===== src/rtl/sload_pkg.sv =====
package sload_pkg;
  localparam int LEN_W = 24;
  localparam int PRE_W = 4;
  localparam int CHK_W = 4;
  localparam logic [PRE_W-1:0] PRE_CODE = 4'b0010;

  typedef enum logic [2:0] {LD_HUNT, LD_LEN, LD_FRAME, LD_DONE, LD_HALT} ld_state_t;
  typedef enum logic [1:0] {FP_START, FP_DATA, FP_CHECK} fr_phase_t;

  function automatic logic [LEN_W-1:0] sat_inc(input logic [LEN_W-1:0] v);
    return (&v) ? v : v + LEN_W'(1);
  endfunction

  function automatic logic pre_match(input logic [PRE_W-2:0] hist, input logic b);
    return {hist, b} == PRE_CODE;
  endfunction

  function automatic logic chk_match(input logic [CHK_W-2:0] hist, input logic b,
                                     input logic [CHK_W-1:0] code);
    return {hist, b} == code;
  endfunction
endpackage


===== src/rtl/sload_hunt.sv =====
module sload_hunt
  import sload_pkg::*;
(
  input  logic clk,
  input  logic rst_n,
  input  logic en,
  input  logic din,
  output logic hit
);
  logic [PRE_W-2:0] hist_q;

  always_ff @(posedge clk or negedge rst_n) begin
    if (!rst_n)  hist_q <= '1;
    else if (en) hist_q <= {hist_q[PRE_W-3:0], din};
  end

  assign hit = en && pre_match(hist_q, din);
endmodule


===== src/rtl/sload_len_ctr.sv =====
module sload_len_ctr
  import sload_pkg::*;
(
  input  logic clk,
  input  logic rst_n,
  input  logic load_start,
  input  logic cap_en,
  input  logic run_en,
  input  logic cmp_en,
  input  logic din,
  output logic len_last,
  output logic reach
);
  localparam int IDX_W = $clog2(LEN_W);

  logic [LEN_W-1:0] len_q;
  logic [LEN_W-1:0] cnt_q;
  logic [LEN_W-1:0] cnt_nxt;
  logic [IDX_W-1:0] idx_q;

  assign cnt_nxt  = sat_inc(cnt_q);
  assign len_last = cap_en && (idx_q == IDX_W'(LEN_W-1));
  assign reach    = cmp_en && run_en && (cnt_nxt == len_q);

  always_ff @(posedge clk or negedge rst_n) begin
    if (!rst_n) begin
      len_q <= '0;
      cnt_q <= '0;
      idx_q <= '0;
    end else begin
      if (cap_en) begin
        len_q <= {len_q[LEN_W-2:0], din};
        idx_q <= idx_q + IDX_W'(1);
      end
      if (load_start)  cnt_q <= LEN_W'(PRE_W);
      else if (run_en) cnt_q <= cnt_nxt;
    end
  end
endmodule


===== src/rtl/sload_frame.sv =====
module sload_frame
  import sload_pkg::*;
#(
  parameter int FRAME_BITS = 16,
  parameter int NUM_FRAMES = 3,
  parameter int FAST_BIT_IDX = 1,
  parameter logic [3:0] ERR_CODE = 4'b0110
) (
  input  logic                  clk,
  input  logic                  rst_n,
  input  logic                  en,
  input  logic                  din,
  output logic                  ok_evt,
  output logic                  bad_evt,
  output logic                  at_last,
  output logic                  fast_evt,
  output logic                  we,
  output logic [FRAME_BITS-1:0] data
);
  localparam int BIT_W = $clog2(FRAME_BITS);
  localparam int FR_W  = $clog2(NUM_FRAMES + 1);
  localparam int CK_W  = $clog2(CHK_W);

  fr_phase_t             ph_q;
  logic [BIT_W-1:0]      bit_q;
  logic [CK_W-1:0]       ck_idx_q;
  logic [CHK_W-2:0]      ck_sh_q;
  logic [FRAME_BITS-1:0] sh_q;
  logic [FRAME_BITS-1:0] data_q;
  logic [FR_W-1:0]       idx_q;
  logic                  we_q;
  logic                  data_last;
  logic                  ck_last;
  logic                  ck_good;

  assign data_last = (ph_q == FP_DATA) && (bit_q == BIT_W'(FRAME_BITS-1));
  assign ck_last   = (ph_q == FP_CHECK) && (ck_idx_q == CK_W'(CHK_W-1));
  assign ck_good   = chk_match(ck_sh_q, din, ERR_CODE);
  assign ok_evt    = en && ck_last && ck_good;
  assign bad_evt   = en && ck_last && !ck_good;
  assign at_last   = (idx_q == FR_W'(NUM_FRAMES-1));
  assign fast_evt  = en && (ph_q == FP_DATA) && (idx_q == '0)
                     && (bit_q == BIT_W'(FAST_BIT_IDX)) && din;
  assign we        = we_q;
  assign data      = data_q;

  always_ff @(posedge clk or negedge rst_n) begin
    if (!rst_n) begin
      ph_q     <= FP_START;
      bit_q    <= '0;
      ck_idx_q <= '0;
      ck_sh_q  <= '0;
      sh_q     <= '0;
      data_q   <= '0;
      idx_q    <= '0;
      we_q     <= 1'b0;
    end else begin
      we_q <= 1'b0;
      if (en) begin
        unique case (ph_q)
          FP_START: begin
            if (!din) begin
              ph_q  <= FP_DATA;
              bit_q <= '0;
            end
          end
          FP_DATA: begin
            sh_q  <= {sh_q[FRAME_BITS-2:0], din};
            bit_q <= bit_q + BIT_W'(1);
            if (data_last) begin
              ph_q     <= FP_CHECK;
              ck_idx_q <= '0;
            end
          end
          FP_CHECK: begin
            ck_sh_q  <= {ck_sh_q[CHK_W-3:0], din};
            ck_idx_q <= ck_idx_q + CK_W'(1);
            if (ck_last) begin
              ph_q <= FP_START;
              if (ck_good) begin
                we_q   <= 1'b1;
                data_q <= sh_q;
                idx_q  <= idx_q + FR_W'(1);
              end
            end
          end
          default: ph_q <= FP_START;
        endcase
      end
    end
  end
endmodule


===== src/rtl/serial_cfg_loader.sv =====
module serial_cfg_loader
  import sload_pkg::*;
#(
  parameter int FRAME_BITS = 16,
  parameter int NUM_FRAMES = 3,
  parameter int FAST_BIT_IDX = 1,
  parameter logic [3:0] ERR_CODE = 4'b0110
) (
  input  logic                  clk,
  input  logic                  rst_n,
  input  logic                  din,
  input  logic                  express_mode,
  output logic                  dout,
  output logic                  err_n,
  output logic                  frame_we,
  output logic [FRAME_BITS-1:0] frame_data,
  output logic                  fast_clk_sel,
  output logic                  startup_req
);
  ld_state_t st_q;
  logic in_hunt, in_len, in_frame, in_done;
  logic pre_hit, len_last, reach;
  logic ok_evt, bad_evt, at_last, fast_evt, last_evt;
  logic err_n_q, startup_q, fast_q;

  assign in_hunt  = (st_q == LD_HUNT);
  assign in_len   = (st_q == LD_LEN);
  assign in_frame = (st_q == LD_FRAME);
  assign in_done  = (st_q == LD_DONE);
  assign last_evt = ok_evt && at_last;

  sload_hunt u_hunt (
    .clk(clk), .rst_n(rst_n), .en(in_hunt), .din(din), .hit(pre_hit)
  );

  sload_len_ctr u_len (
    .clk(clk), .rst_n(rst_n), .load_start(pre_hit), .cap_en(in_len),
    .run_en(in_len || in_frame || in_done),
    .cmp_en((in_frame || in_done) && !express_mode),
    .din(din), .len_last(len_last), .reach(reach)
  );

  sload_frame #(
    .FRAME_BITS(FRAME_BITS), .NUM_FRAMES(NUM_FRAMES),
    .FAST_BIT_IDX(FAST_BIT_IDX), .ERR_CODE(ERR_CODE)
  ) u_frame (
    .clk(clk), .rst_n(rst_n), .en(in_frame), .din(din),
    .ok_evt(ok_evt), .bad_evt(bad_evt), .at_last(at_last), .fast_evt(fast_evt),
    .we(frame_we), .data(frame_data)
  );

  always_ff @(posedge clk or negedge rst_n) begin
    if (!rst_n) begin
      st_q      <= LD_HUNT;
      err_n_q   <= 1'b1;
      startup_q <= 1'b0;
      fast_q    <= 1'b0;
    end else begin
      unique case (st_q)
        LD_HUNT:  if (pre_hit) st_q <= LD_LEN;
        LD_LEN:   if (len_last) st_q <= LD_FRAME;
        LD_FRAME: begin
          if (bad_evt)       st_q <= LD_HALT;
          else if (last_evt) st_q <= LD_DONE;
        end
        default: st_q <= st_q;
      endcase
      if (bad_evt) err_n_q <= 1'b0;
      if (reach || (express_mode && last_evt)) startup_q <= 1'b1;
      if (fast_evt) fast_q <= 1'b1;
    end
  end

  always_comb begin
    unique case (st_q)
      LD_HUNT, LD_LEN:   dout = express_mode ? 1'b0 : din;
      LD_FRAME, LD_HALT: dout = !express_mode;
      LD_DONE:           dout = express_mode ? 1'b1 : din;
      default:           dout = 1'b1;
    endcase
  end

  assign err_n        = err_n_q;
  assign startup_req  = startup_q;
  assign fast_clk_sel = fast_q;
endmodule


===== config.mk =====
export PLATFORM = sky130hd
export DESIGN_NAME = serial_cfg_loader
export DESIGN_NICKNAME = d
export VERILOG_FILES = /design/src/rtl/sload_pkg.sv /design/src/rtl/sload_hunt.sv /design/src/rtl/sload_len_ctr.sv /design/src/rtl/sload_frame.sv /design/src/rtl/serial_cfg_loader.sv
export SDC_FILE = /design/constraint.sdc
export NUM_CORES = 1
export LEC_CHECK = 0
export BUFFER_PORTS_ARGS = -buffer_cell sky130_fd_sc_hd__clkbuf_2
export CAP_MARGIN = 30
export CORE_MARGIN = 1.5
export CORE_UTILIZATION = 25
export CTS_CLUSTER_SIZE = 12
export DETAILED_ROUTE_END_ITERATION = 8
export PLACE_DENSITY = 0.44
export SYNTH_ARGS = -nofsm -noshare
export SYNTH_HDL_FRONTEND = slang
export SYNTH_HIERARCHICAL = 1
export SYNTH_SLANG_ARGS = --single-unit

===== constraint.sdc =====
create_clock -name clk -period 2.3 [get_ports clk]
set_clock_uncertainty 0.15 [all_clocks]
set_input_delay 0.345 -clock clk [delete_from_list [all_inputs] [get_ports clk]]
set_output_delay 0.345 -clock clk [all_outputs]
set_load 0.02 [all_outputs]

Word level (Yosys, flattened, before mapping)
Cells that the tools add are included.
{"block": "word_totals", "output_inout_bits": 21, "elab_cells": 103, "register_bits": 108, "input_bits": 4}
{"block": "op_classes", "muxes": 23, "n_reduce_logical": 39, "eq_ne": 20, "add_sub_neg": 5}
{"op": "$mux 24", "count": 3}
{"op": "$add 24x1->24 const B", "count": 1}
{"op": "$eq 24x24->1", "count": 1}
{"op": "$reduce_and 24->1", "count": 1}
{"op": "$logic_and 1x1->1", "count": 16}
{"op": "$mux 3", "count": 4}
{"op": "$reduce_and 4->1", "count": 3}
{"op": "$pmux 3 s3", "count": 1}
{"op": "$mux 2", "count": 4}
{"op": "$pmux 4 s2", "count": 1}
{"op": "$eq 2x2->1 const B", "count": 3}
{"op": "$eq 3x2->1 const B", "count": 2}
{"op": "$mux 1", "count": 6}
{"op": "$ne 2x1->1 const B", "count": 3}
{"op": "$pmux 2 s3", "count": 1}
{"op": "$reduce_and 3->1", "count": 2}
{"op": "$reduce_bool 2->1", "count": 3}
{"op": "$add 5x1->5 const B", "count": 1}
{"op": "$eq 5x5->1 const B", "count": 1}
{"op": "$add 2x1->2 const B", "count": 2}
{"op": "$add 4x1->4 const B", "count": 1}
{"op": "$eq 4x1->1 const B", "count": 1}
{"op": "$eq 4x2->1 const B", "count": 1}
{"op": "$eq 4x3->1 const B", "count": 1}
{"op": "other kinds (16)", "count": 24}

Logic depth before layout (Yosys ltp)
{"block": "logic_depth", "ltp_word": 8, "depth_mapped": 11}

Modules after synthesis
The synthesis kept the hierarchy.
{"mod": "sload_len_ctr", "seq_area_each_um2": 1326.3, "instances": 1, "cells_per_inst": 340, "area_per_inst_um2": 3360.7}
{"mod": "sload_frame", "seq_area_each_um2": 1151.1, "instances": 1, "cells_per_inst": 142, "area_per_inst_um2": 1984.4}
{"mod": "serial_cfg_loader", "seq_area_each_um2": 151.4, "instances": 1, "cells_per_inst": 36, "area_per_inst_um2": 330.3}
{"mod": "sload_hunt", "seq_area_each_um2": 78.8, "instances": 1, "cells_per_inst": 9, "area_per_inst_um2": 126.4}

Worst setup path before layout
No wires, ideal clock.
{"block": "synth_path", "path_kind": "reg2reg", "from": "reg u_len.cnt_q[0]", "to": "reg startup_q (netlist: startup_req)", "path_buffers": 0, "path_slack_ns": -0.202, "required_time_ns": 2.083, "synth_period_minus_slack_ns": 2.502, "arrival_ns": 2.285, "setup_ns": 0.067, "path_stages_with_launch": 10, "path_cell_list": "dfrtp_1 > ha_1 > nand3_1 > nor4_4 > nand3_1 > xnor2_1 > nor4_1 > o2111ai_1 > nor4_2 > a311o_1"}
{"block": "synth_via", "elab_chain_len": 5, "word_cells_on_any_way": 6, "cone_classes": "1 x add/sub; 1 x eq/ne; 1 x mux; 3 x reduce/logical"}
{"item": "from (decl)", "line": "sload_len_ctr.sv:17", "source": "logic [LEN_W-1:0] cnt_q;"}
{"item": "from (signal assigned)", "line": "sload_len_ctr.sv:35", "source": "if (load_start) cnt_q <= LEN_W'(PRE_W);"}
{"item": "from (signal assigned)", "line": "sload_len_ctr.sv:36", "source": "else if (run_en) cnt_q <= cnt_nxt;"}
{"item": "$add 24x1->24 / $reduce_and 24->1 (equally long branches)", "line": "sload_pkg.sv:11", "source": "return (&v) ? v : v + LEN_W'(1);"}
{"item": "$mux 24 *", "line": "sload_pkg.sv:11"}
{"item": "$eq 24x24->1 *", "line": "sload_len_ctr.sv:23", "source": "assign reach = cmp_en && run_en && (cnt_nxt == len_q);"}
{"item": "$logic_and 1x1->1 *", "line": "sload_len_ctr.sv:23"}
{"item": "named net reach", "line": "serial_cfg_loader.sv:22", "source": "logic pre_hit, len_last, reach;"}
{"item": "$logic_or 1x1->1 *", "line": "serial_cfg_loader.sv:69", "source": "if (reach || (express_mode && last_evt)) startup_q <= 1'b1;"}
{"item": "to (signal assigned)", "line": "serial_cfg_loader.sv:56", "source": "startup_q <= 1'b0;"}
{"item": "to (signal assigned)", "line": "serial_cfg_loader.sv:69"}
{"item": "to (decl)", "line": "serial_cfg_loader.sv:24", "source": "logic err_n_q, startup_q, fast_q;"}
The timed path passes the listed nets; every way through them passes the cells marked *.
A chain may end at the register's enable or synchronous reset.

Worst setup path in the final report
{"block": "layout_path", "from": "reg u_len.cnt_q[8]", "to": "reg startup_q (netlist: startup_req)"}
The elaborated chain is that of the path after synthesis.

==> reports/metrics.yaml <==
post-place-cells: 903
cts_tree: "yes"
antenna_cells: 0
power_frac_seq_pct: 50.5
fin_cells: 921
core-area_um2: 22700
leakage_nw: 3.30
grt_start_max_net_pins: 41
hp-class: "primary input to flip-flop"
critPathMaxFanout: 7
cts-buffers-inserted: 9
critPathArrivalTime_ps: 2670
ys_types: 69
setup_viol: 1
switchingPower_mw: 1.03
htree_levels: 3
ff2ff_path_depth: 10
startpoint_type: "flip-flop"
ys_async_sr_fraction_pct: 100
maxSlewViolCount: 0
vdd.ir_drop.worst_mv: 0.314
grt_pass1_wl_um: 24300
drc_errors: 0
required_ps: 2450
synth_mux_area_share_pct: 13.2
hpwl_um: 10800
seq_area_frac_synth_pct: 46.7
synth_fa_ha_area_share_pct: 1.51
powerDensity_nw_per_um2: 526
worstSetupEndpoint: "startup_req"
slew-limit-headroom_pct: 60.9
antenna_found_initial: 0
vias: 4258
grt_pass1_vias: 4516
min_period_over_period_pct: 110
dieHeight_um: 155
hold_viol_final: 0
setup_slack_ps: -222
place_congestion: 0.887
max_freq_ghz: 0.397
die-area_um2: 24100
synth_fp_nets: 538
utilization_pct: 32.3
start_util_pct: 25.5
synth_seq_cells: 108
yosysWarnings: 6
violations: "setup timing"
synth_edf_count: 0
synth-simple-area-share_pct: 18.7
synth_compound_area_share_pct: 8.30
synth_area_per_cell_um2: 11.0
final_antenna_net_count: 0
nets: 642
synth_top_family_by_area: "simple AND/OR/NAND/NOR gates"
internal_power_mw: 2.83
fillers: 2367
area_growth_pct: 26.6
cp-startpoint: "u_len/cnt_q[8]"
combPwrFrac_pct: 7.1
numClockSinks: 108
clockRootBuffer: "clkbuf_16"
drt_pass1_iterations: 4
rows: 55
gr-total-overflow: 0
clkPwrFrac_pct: 42.4
worstMarginPinSlew_ps: 587
netlist_area_um2: 5800
p_sw_share_pct: 26.7
drive_gt1_share_pct: 38.4
fin_crit_ps: 2520
ff2ff_setup_slack_ps: -220
wire_per_inst_um: 15.8
worstSetupEndpointType: "flip-flop"
grt_usage_pct: 12.9
power_mw: 3.86
pin_count: 25
insertion_delay_ps: 360
rsz0062_at_grt: "true"
status: "complete, but fails checks"
maxCapViolations: 0
clockBufferDepth: 2
die_w_um: 155
critPathKind: "flip-flop to flip-flop"
routed_wl_um: 14500
portBuffers: 24
reg2reg_to: "startup_req"
path_clk_slew_ps: 80
vias_per_cell: 4.62
reg2reg_from: "u_len/cnt_q[8]"
synth_xor_area_share_pct: 7.40
place_worst_setup_slack_ps: -324
whs_ps: 149
syn_inst: 527
synth_top_flop_cell: "dfrtp_1"
drt-initial-drc-count: 220
power groups by stage:
| stage | clock network, mW | logic (mW) | registers [mW] |
|---|---|---|---|
| after global placement | 0 | 0.276 | 1.99 |
| after floorplan | 0 | 0.137 | 1.97 |
| final | 1.64 | 0.276 | 1.95 |
| after global routing | 1.78 | 0.308 | 1.95 |
| after CTS | 1.71 | 0.278 | 1.95 |
| after detailed placement | 0 | 0.275 | 1.99 |
cell families after synthesis:
family,Yosys count
AO/OA/AOI/OAI,73
XOR/XNOR,49
adder cells (fa/ha/maj),7
buffers and inverters,48
flip-flops,108
multiplexers,66
AND/OR/NAND/NOR,176
registers in the layout, summed over array words and instances (netlist names):
name              count
err_n                 1
fast_clk_sel          1
st_q                  3
startup_req           1
u_frame/bit_q         4
u_frame/ck_idx_q      2
u_frame/ck_sh_q       3
u_frame/data         16
u_frame/idx_q         2
u_frame/ph_q          2
u_frame/sh_q         16
u_frame/we            1
u_hunt/hist_q         3
u_len/cnt_q          24
u_len/idx_q           5
u_len/len_q          24
cells in the mapped netlist, types with 4 or more instances:
library cell / number / share of area, %
mux2_4: 8 / 2.1
and4_1: 6 / 0.91
nand2b_1: 4 / 0.43
nor3_1: 7 / 0.60
mux2_2: 52 / 10
nor2_1: 39 / 2.5
inv_1: 18 / 1.2
clkbuf_1: 5 / 0.32
o21ai_0: 20 / 1.7
and3_1: 8 / 0.86
buf_4: 4 / 0.52
xor2_1: 27 / 4.1
buf_2: 12 / 1.0
dfrtp_1: 104 / 45
nand3_1: 17 / 1.5
nand4_1: 13 / 1.4
dfstp_2: 4 / 1.8
xnor2_1: 22 / 3.3
nand3b_1: 4 / 0.52
nor3b_1: 4 / 0.52
a21oi_1: 18 / 1.6
mux2i_1: 6 / 1.0
o221ai_1: 4 / 0.60
nand2_1: 35 / 2.3
nor4_1: 5 / 0.54
ha_1: 7 / 1.5
routing by layer:
layer  routed length (um)  GRT usage, %  part of all wire [%]
met4                  170          3.45                   1.2
met5                    0             0                     0
met1                 6750          17.0                    47
met2                 6900          21.3                    48
met3                  679          2.95                   4.7
worst max-delay path, stage by stage, from the launching register on:
cell and delay, ps:
dfrtp_2 440, and4_1 250, buf_4 150, nand4_4 120
buf_12 160, nor2_4 260, nor3b_2 90, mux2i_1 200
o2111ai_2 130, nor4_2 340, a311o_1 160
cell type report:
cell class	instances	area, um2	area share [%]
well taps	285	357	4.85
clock buffers	9	225	3.07
inverters	18	67.6	0.920
clock inverters	7	86.3	1.18
flip-flops and latches	108	2720	37.0
multi-input cells	371	2980	40.6
repair buffers	123	913	12.4
how the worst min path moves through the flow:
stage / cells past startpoint / to / from
after floorplan: 0 / fast_clk_sel / rst_n
after global placement: 1 / u_len/len_q[13] / rst_n
after detailed placement: 1 / u_len/len_q[12] / rst_n
after CTS: 2 / startup_req / express_mode
after global routing: 2 / startup_req / express_mode
final: 2 / startup_req / express_mode
per-stage QoR:
stage	cell area [um2]	setup TNS, ps
CTS	7290	-902
floorplan	5870	0
finish	7350	-222
global placement	6950	-930
global route	7350	-439
detailed placement	6950	-900
cells in the final DEF, fill, tap and decap left out, types with 7 or more instances in the layout:
cell type,netlist,routed
mux2_4,8,8
dfrtp_1,104,97
nand4_1,13,13
nand2_1,35,35
nor2_1,39,38
clkbuf_2,3,23
a21oi_1,18,18
nand3_1,17,15
o21ai_0,20,20
xor2_1,27,27
clkbuf_16,0,9
and3_1,8,7
dfrtp_2,0,7
inv_1,18,18
xnor2_1,22,21
mux2_2,52,52
buf_4,4,94
repair_timing:
item,CTS,global route
buffers inserted,0,1
cloned,0,0
hold buffers,1,0
pin swaps,1,3
endpoints found under the setup margin,9,16
gates resized for setup,8,10
endpoints found under the hold margin,32,0
(Power assumes the default switching activity.)
